<file path="src/rtl/vwc_pkg.sv">
package vwc_pkg;
   typedef enum logic [1:0] {
      EDGE_LEFT   = 2'd0,
      EDGE_RIGHT  = 2'd1,
      EDGE_TOP    = 2'd2,
      EDGE_BOTTOM = 2'd3
   } edge_sel_e;
endpackage

</file>
<file path="src/rtl/vwc_sync_track.sv">
module vwc_sync_track #(
   parameter int XW = 10,
   parameter int YW = 10
) (
   input  logic          clk,
   input  logic          rst_n,
   input  logic          hsync_i,
   input  logic          vsync_i,
   output logic [XW-1:0] px_o,
   output logic [YW-1:0] ln_o,
   output logic          pix_cyc_o,
   output logic          hs_rise_o,
   output logic          vs_rise_o,
   output logic          vs_q_o
);
   logic hs_q;

   assign hs_rise_o = hsync_i & ~hs_q;
   assign vs_rise_o = vsync_i & ~vs_q_o;
   assign pix_cyc_o = ~hsync_i & ~vsync_i;

   always_ff @(posedge clk or negedge rst_n) begin
      if (!rst_n) begin
         hs_q   <= 1'b0;
         vs_q_o <= 1'b0;
         px_o   <= '0;
         ln_o   <= '1;
      end else begin
         hs_q   <= hsync_i;
         vs_q_o <= vsync_i;
         // pixel index restarts while any sync is asserted
         if (hsync_i || vsync_i) px_o <= '0;
         else                    px_o <= px_o + XW'(1);
         // line index parks one below zero during vertical sync
         if (vsync_i)        ln_o <= '1;
         else if (hs_rise_o) ln_o <= ln_o + YW'(1);
      end
   end
endmodule

</file>
<file path="src/rtl/vwc_edge_bank.sv">
module vwc_edge_bank
   import vwc_pkg::*;
#(
   parameter int XW = 10,
   parameter int YW = 10,
   localparam int CW = (XW > YW) ? XW : YW
) (
   input  logic          clk,
   input  logic          rst_n,
   input  logic          cfg_we_i,
   input  logic [1:0]    cfg_sel_i,
   input  logic [CW-1:0] cfg_wdata_i,
   input  logic          load_i,
   output logic [XW-1:0] left_o,
   output logic [XW-1:0] right_o,
   output logic [YW-1:0] top_o,
   output logic [YW-1:0] bot_o
);
   logic [XW-1:0] sh_left, sh_right;
   logic [YW-1:0] sh_top, sh_bot;
   edge_sel_e     sel;

   assign sel = edge_sel_e'(cfg_sel_i);

   always_ff @(posedge clk or negedge rst_n) begin
      if (!rst_n) begin
         sh_left  <= '0;
         sh_right <= '0;
         sh_top   <= '0;
         sh_bot   <= '0;
         left_o   <= '0;
         right_o  <= '0;
         top_o    <= '0;
         bot_o    <= '0;
      end else begin
         if (cfg_we_i) begin
            case (sel)
               EDGE_LEFT:   sh_left  <= cfg_wdata_i[XW-1:0];
               EDGE_RIGHT:  sh_right <= cfg_wdata_i[XW-1:0];
               EDGE_TOP:    sh_top   <= cfg_wdata_i[YW-1:0];
               EDGE_BOTTOM: sh_bot   <= cfg_wdata_i[YW-1:0];
               default: ;
            endcase
         end
         // active set takes the shadow values as they stood before this edge
         if (load_i) begin
            left_o  <= sh_left;
            right_o <= sh_right;
            top_o   <= sh_top;
            bot_o   <= sh_bot;
         end
      end
   end
endmodule

</file>
<file path="src/rtl/vwc_span_cmp.sv">
module vwc_span_cmp #(
   parameter int W = 10
) (
   input  logic [W-1:0] pos_i,
   input  logic [W-1:0] lo_i,
   input  logic [W-1:0] hi_i,
   output logic         in_o
);
   // inclusive at both ends; an empty span (lo > hi) never matches
   assign in_o = (pos_i >= lo_i) && (pos_i <= hi_i);
endmodule

</file>
<file path="src/rtl/vwc_addr_gen.sv">
module vwc_addr_gen #(
   parameter int AW = 20
) (
   input  logic          clk,
   input  logic          rst_n,
   input  logic          field_clr_i,
   input  logic          line_end_i,
   input  logic          wr_en_i,
   output logic [AW-1:0] addr_o
);
   logic [AW-1:0] col;
   logic [AW-1:0] row_base;

   assign addr_o = row_base + col;

   always_ff @(posedge clk or negedge rst_n) begin
      if (!rst_n) begin
         col      <= '0;
         row_base <= '0;
      end else if (field_clr_i) begin
         col      <= '0;
         row_base <= '0;
      end else if (line_end_i) begin
         // a gated line has advanced col by the window width
         row_base <= row_base + col;
         col      <= '0;
      end else if (wr_en_i) begin
         col <= col + AW'(1);
      end
   end
endmodule

</file>
<file path="src/rtl/vwc_window_capture.sv">
module vwc_window_capture
   import vwc_pkg::*;
#(
   parameter int DW     = 8,
   parameter int XW     = 10,
   parameter int YW     = 10,
   parameter int AW     = 20,
   parameter int RD_LAT = 1,
   localparam int CW = (XW > YW) ? XW : YW
) (
   input  logic          clk,
   input  logic          rst_n,
   input  logic          hsync_i,
   input  logic          vsync_i,
   input  logic [DW-1:0] pix_i,
   input  logic          cfg_we_i,
   input  logic [1:0]    cfg_sel_i,
   input  logic [CW-1:0] cfg_wdata_i,
   input  logic          arm_i,
   input  logic          rd_req_i,
   input  logic [AW-1:0] rd_addr_i,
   output logic [DW-1:0] rd_data_o,
   output logic          rd_valid_o,
   output logic          rd_busy_o,
   output logic          done_o,
   output logic          vs_level_o,
   output logic          field_start_o,
   output logic          gate_o,
   output logic [AW-1:0] mem_addr_o,
   output logic [DW-1:0] mem_wdata_o,
   output logic          mem_we_o,
   output logic          mem_re_o,
   input  logic [DW-1:0] mem_rdata_i
);
   if (DW < 1 || XW < 2 || YW < 2) begin : g_bad_dims
      $error("vwc_window_capture: DW, XW and YW too small");
   end
   if (AW < XW) begin : g_bad_aw
      $error("vwc_window_capture: AW must cover one full line");
   end
   if (RD_LAT < 1 || RD_LAT > 2) begin : g_bad_lat
      $error("vwc_window_capture: RD_LAT must be 1 or 2");
   end

   logic [XW-1:0] px, e_left, e_right;
   logic [YW-1:0] ln, e_top, e_bot;
   logic          pix_cyc, hs_rise, vs_rise, vs_q;
   logic          x_in, y_in;
   logic          armed, capturing;
   logic [AW-1:0] wr_addr;

   vwc_sync_track #(.XW(XW), .YW(YW)) u_sync (
      .clk(clk), .rst_n(rst_n), .hsync_i(hsync_i), .vsync_i(vsync_i),
      .px_o(px), .ln_o(ln), .pix_cyc_o(pix_cyc), .hs_rise_o(hs_rise),
      .vs_rise_o(vs_rise), .vs_q_o(vs_q)
   );

   vwc_edge_bank #(.XW(XW), .YW(YW)) u_edges (
      .clk(clk), .rst_n(rst_n), .cfg_we_i(cfg_we_i), .cfg_sel_i(cfg_sel_i),
      .cfg_wdata_i(cfg_wdata_i), .load_i(vs_rise),
      .left_o(e_left), .right_o(e_right), .top_o(e_top), .bot_o(e_bot)
   );

   vwc_span_cmp #(.W(XW)) u_xcmp (.pos_i(px), .lo_i(e_left), .hi_i(e_right), .in_o(x_in));
   vwc_span_cmp #(.W(YW)) u_ycmp (.pos_i(ln), .lo_i(e_top),  .hi_i(e_bot),   .in_o(y_in));

   assign gate_o = pix_cyc & x_in & y_in;

   vwc_addr_gen #(.AW(AW)) u_addr (
      .clk(clk), .rst_n(rst_n), .field_clr_i(vs_rise), .line_end_i(hs_rise),
      .wr_en_i(capturing & gate_o), .addr_o(wr_addr)
   );

   // single-field capture sequencing
   always_ff @(posedge clk or negedge rst_n) begin
      if (!rst_n) begin
         armed         <= 1'b0;
         capturing     <= 1'b0;
         done_o        <= 1'b0;
         field_start_o <= 1'b0;
      end else begin
         field_start_o <= vs_rise;
         if (vs_rise && capturing) begin
            capturing <= 1'b0;
            done_o    <= 1'b1;
         end else if (vs_rise && armed) begin
            capturing <= 1'b1;
            armed     <= 1'b0;
         end else if (arm_i && !rd_busy_o) begin
            armed  <= 1'b1;
            done_o <= 1'b0;
         end
      end
   end

   assign rd_busy_o  = armed | capturing;
   assign vs_level_o = vs_q;

   // memory port ownership: capture path for the whole capture field
   assign mem_addr_o  = capturing ? wr_addr : rd_addr_i;
   assign mem_we_o    = capturing & gate_o;
   assign mem_wdata_o = pix_i;
   assign mem_re_o    = rd_req_i & ~rd_busy_o;
   assign rd_data_o   = mem_rdata_i;

   if (RD_LAT == 1) begin : g_lat1
      always_ff @(posedge clk or negedge rst_n) begin
         if (!rst_n) rd_valid_o <= 1'b0;
         else        rd_valid_o <= mem_re_o;
      end
   end else begin : g_lat2
      logic re_d1;
      always_ff @(posedge clk or negedge rst_n) begin
         if (!rst_n) begin
            re_d1      <= 1'b0;
            rd_valid_o <= 1'b0;
         end else begin
            re_d1      <= mem_re_o;
            rd_valid_o <= re_d1;
         end
      end
   end
endmodule

</file>
<file path="config.mk">
export PLATFORM = sky130hd
export DESIGN_NAME = vwc_window_capture
export DESIGN_NICKNAME = d
export VERILOG_FILES = /design/src/rtl/vwc_pkg.sv /design/src/rtl/vwc_sync_track.sv /design/src/rtl/vwc_edge_bank.sv /design/src/rtl/vwc_span_cmp.sv /design/src/rtl/vwc_addr_gen.sv /design/src/rtl/vwc_window_capture.sv
export SDC_FILE = /design/constraint.sdc
export NUM_CORES = 1
export LEC_CHECK = 0
export BUFFER_PORTS_ARGS = -buffer_cell sky130_fd_sc_hd__buf_2
export CAP_MARGIN = 20
export CORE_ASPECT_RATIO = 0.8
export CORE_MARGIN = 4
export CORE_UTILIZATION = 62
export CTS_CLUSTER_SIZE = 40
export DETAILED_ROUTE_END_ITERATION = 12
export PLACE_DENSITY = 0.83
export SETUP_SLACK_MARGIN = 0.2
export SLEW_MARGIN = 20
export SYNTH_ARGS = -nofsm -noshare
export SYNTH_HDL_FRONTEND = slang
export SYNTH_SLANG_ARGS = --single-unit
</file>
<file path="constraint.sdc">
create_clock -name clk -period 4 [get_ports clk]
set_input_delay 0.4 -clock clk [delete_from_list [all_inputs] [get_ports clk]]
set_output_delay 0.4 -clock clk [all_outputs]
set_load 0.02 [all_outputs]
</file>
== Yosys cells after proc, flatten, opt, wreduce, memory -nomap -nowiden ==
Index checks and enable logic that the tools add are counted.

* $add $sub $neg: 4
* Magnitude comparators: 4
* Equality and inequality tests: 4
* Muxes and demuxes: 16
* Bitwise gates (word level): 14
* Reduce and logical (&&, ||, !) cells: 20

{| class="wikitable"
|+ Operators with widths
! kind !! count
|-
| $mux W20 || 6
|-
| $mux W10 || 3
|-
| $add A10 B1 Y10 const B || 2
|-
| $add A20 B1 Y20 const B || 1
|-
| $add A20 B20 Y20 || 1
|-
| $ge A10 B10 Y1 || 2
|-
| $le A10 B10 Y1 || 2
|-
| $reduce_and A2 Y1 || 6
|-
| $reduce_bool A2 Y1 || 5
|-
| $and A1 B1 Y1 || 7
|-
| $mux W1 || 7
|-
| $not A1 Y1 || 6
|-
| $logic_and A1 B1 Y1 || 5
|-
| $eq A2 B2 Y1 const B || 2
|-
| $reduce_bool A3 Y1 || 1
|-
| $eq A2 B1 Y1 const B || 1
|-
| $logic_not A2 Y1 || 1
|-
| $ne A2 B2 Y1 const B || 1
|-
| $logic_not A1 Y1 || 1
|-
| $logic_or A1 B1 Y1 || 1
|-
| $or A1 B1 Y1 || 1
|}

* Register bits: 147
* Input bits: 55
* Output and inout bits: 44
* Logic and storage cells: 81

== Longest topological paths before layout ==
* Word-level depth: 8
* Mapped depth: 11
* Gate-level depth less buffers: 10

== Modules after synthesis ==
Synthesis repeated with hierarchy kept, for this count alone.

* Cells, all modules: 761
* Area total of the unflattened synthesis: 8525.7 um^2

{| class="wikitable"
|+ Modules (own cells, without submodules)
! module !! instances !! cells an instance !! area each (um^2)
|-
| vwc_edge_bank || 1 || 171 || 3069.2
|-
| vwc_addr_gen || 1 || 295 || 2746.4
|-
| vwc_sync_track || 1 || 102 || 1046.0
|-
| vwc_span_cmp || 2 || 68 || 508.0
|-
| vwc_window_capture || 1 || 57 || 648.1
|}

== Worst setup path before layout ==
No wires, ideal clock.

* Kind: register -> output
* Start: reg u_addr.col[0]
* End: out mem_addr_o[12]
* Data arrival time: 2.449 ns
* Required time: 3.600 ns
* Path slack: 1.151 ns
* Stages on the path, launching flop included: 11
* Path through: dfrtp_1 > ha_1 > inv_1 > fa_1 > nor2b_4 > o2111a_1 > or3_4 > a31o_2 > a311oi_2 > xnor2_1 > mux2_2

* Longest elaborated chain between the ends: 2

{| class="wikitable"
|+ RTL lines
! item !! line !! text
|-
| from (decl) || vwc_addr_gen.sv:11 || <nowiki>logic [AW-1:0] col;</nowiki>
|-
| from (signal assigned) || vwc_addr_gen.sv:28 || <nowiki>col <= col + AW'(1);</nowiki>
|-
| $add A20 B20 Y20 || vwc_addr_gen.sv:14 || <nowiki>assign addr_o = row_base + col;</nowiki>
|-
| $mux W20 || vwc_window_capture.sv:100 || <nowiki>assign mem_addr_o = capturing ? wr_addr : rd_addr_i;</nowiki>
|-
| to (decl) || vwc_window_capture.sv:29 || <nowiki>output logic [AW-1:0] mem_addr_o,</nowiki>
|}

No other way between the ends.

== Worst setup path in the final report ==
* Start: reg u_addr.col[10]
* End: out mem_addr_o[19]

The elaborated chain is that of the path after synthesis.

==> results.yml <==
clocking:
  post_cts_buffers: 0
  cts_resized: 0
  h-tree-depth: 4
  clock_latency_ns: 0.42
  cts_buffer_depth: 2
  cts_tree: "built"
  cts_hold_buf: 0
  root_buffer: "clkbuf_16"
  cts_num_sinks: 147
  clk_pin_slew_ns: 0.06
  cts_inserted_buffers: 17
setup_path:
  crit_required_ns: 3.60
  rrSetupSlack_ns: 0.91
  crit_arrival_ns: 3.20
  crit_path_end_kind: "output pin"
  critPathKind: "reg -> out"
  startpoint_type: "flop"
  cp_max_fo: 7
sta:
  worst_slew_pin_slew_ns: 0.9017
  grt_setup_unrepaired: "false"
  setup_viol: 0
  finClkSkew_ns: 0.009228
  setup_tns_ns: 0
  min_period_ns: 3.604
  slew_headroom: 0.3989
  min_period_over_period: 0.9009
  maxSlewViolCount: 0
  fmax_mhz: 277.5
  whs_ns: 0.06175
  hold_viol_final: 0
grt:
  grt_pass1_wl_um: 32610
  grt_pass1_vias: 6291
  antenna_found_initial: 0
  groute.usage.overall: 0.2608
  grt-ovfl-total: 0
  grt_start_max_net_pins: 98
floorplanning:
  floorplan.rows: 37
  die_x_um: 138.3
  core_area_mm2: 0.01306
  dieArea_mm2: 0.01553
  die_h_um: 112.3
  io_pins: 99
  start_util: 0.6452
synth:
  ys_types: 68
  ys.flop_type: "dfrtp_1"
  yosysSeqAreaShare: 0.4382
  synth_top_area_share: 0.4070
  async_reset_ff_frac: 1.000
  synth_area_leaders: "dfrtp_1, ha_1, mux2_2"
  ys_ff_latch: 147
  ys_warn_count: 0
  synth.net_count: 975
  netlist_area_mm2: 0.008423
  synthCells: 857
  postSynthAreaPerCell_um2: 9.829
  yosysTopAreaCell: "dfrtp_1"
  synth_edf_count: 0
layout:
  fin_area_mm2: 0.009449
  diodes: 0
  layout_common_cells: "dfrtp_1, nand2_1, inv_1, buf_2, ha_1"
  top_regs: "u_addr.col x20, u_addr.row_base x20"
  layout.cells.most_common: "dfrtp_1"
  finalNonFillerCells: 1095
  post_route_cells_drive_above_1_share: 0.2098
  areaGrowthSynthToFinish_pct: 12.18
  finalNetCount: 1025
placement:
  numPortBuffers: 66
  place.detailed.hpwl_um: 13820
  place_congestion: 0.9282
  placed_area_mm2: 0.008826
  dp.cells: 1063
hold_path:
  hp-class: "in -> async"
status:
  status: "completed"
job:
  maxCapViolations: 0
route:
  vias_per_cell: 6.069
  vias: 6646
  drt_iter0_markers: 675
  wire_per_inst_um: 18.16
  wl_um: 19880
  drcViolationCount: 0
  drtAntennaViolNets: 0
  drtPass1Iterations: 6
pwr:
  p_total_mw: 4.315
  p_per_area_mw_per_mm2: 456.7
  peakVddDrop_mv: 0.3594
  p_leak_nw: 4.436
metrics by stage:
stage	worst slack (ns)	utilization
after floorplan	1.151	-
after global placement	0.7854	0.6761
after detailed placement	0.7722	0.6761
after CTS	0.3096	0.7232
after global routing	0.2249	0.7238
final	0.3964	0.7238
per-layer routing:
| metal | vias to the layer above | global-route usage | part of all wire | wire (µm) |
|---|---|---|---|---|
| met3 | 38 | 0.06303 | 0.074 | 1465 |
| met4 | 0 | 0.08097 | 0.019 | 376 |
| met2 | 267 | 0.3742 | 0.44 | 8704 |
| met5 | - | 0 | 0 | 0 |
| met1 | 3242 | 0.3927 | 0.47 | 9334 |
| li1 | 3099 | - | - | - |
final cells by class:
cell class / instances / area (µm²)
Sequential cell: 147 / 3691
Clock buffer: 24 / 491.7
Fill cell: 938 / 3606
Timing Repair Buffer: 78 / 426.7
Inverter: 70 / 262.8
Tap cell: 175 / 219.0
Clock inverter: 8 / 123.9
Multi-Input combinational cell: 593 / 4234
cell usage after synthesis, types with 16 or more instances:
library cell	instances
clkbuf_1	20
xnor2_1	17
nand3_1	25
mux2_2	57
dfrtp_1	137
ha_1	62
nand2_1	101
a21oi_1	33
o21ai_0	55
nand2b_1	16
inv_1	69
nor2_1	39
buf_4	16
where the power goes:
group	switching (mW)	internal (mW)
sequential	0.101	1.68
combinational	0.526	0.350
clock	0.606	1.05
total	1.23	3.08
cell families after synthesis:
group | count (synthesis) | synth area share
flops | 147 | 0.4382
compound gates | 182 | 0.1439
mux | 61 | 0.08155
xor+xnor | 30 | 0.03283
buf+inv | 117 | 0.06031
simple gates | 257 | 0.1487
fa+ha+maj | 63 | 0.09447
worst paths after layout:
check,from,end,cells after the start
setup / recovery,u_addr.col[10],mem_addr_o[19],9
hold / removal,rst_n,u_addr.row_base[2],1
setup reg to reg,u_sync.ln_o[7],u_addr.col[1],10
hold reg to reg,u_edges.sh_left[4],u_edges.left_o[4],2
max in group asynchronous,rst_n,u_sync.ln_o[7],2
min in group clk,hsync_i,u_sync.hs_q,1
critical path: stages (launching register included):
cell and delay, ns:
dfrtp_1 0.44, ha_1 0.41, a211oi_1 0.26, nor2_1 0.09, o41ai_1 0.31, o21ai_1 0.23, a221oi_2 0.36, xnor3_1 0.28
mux2_2 0.27, buf_2 0.16
(Power assumes the default switching activity.)
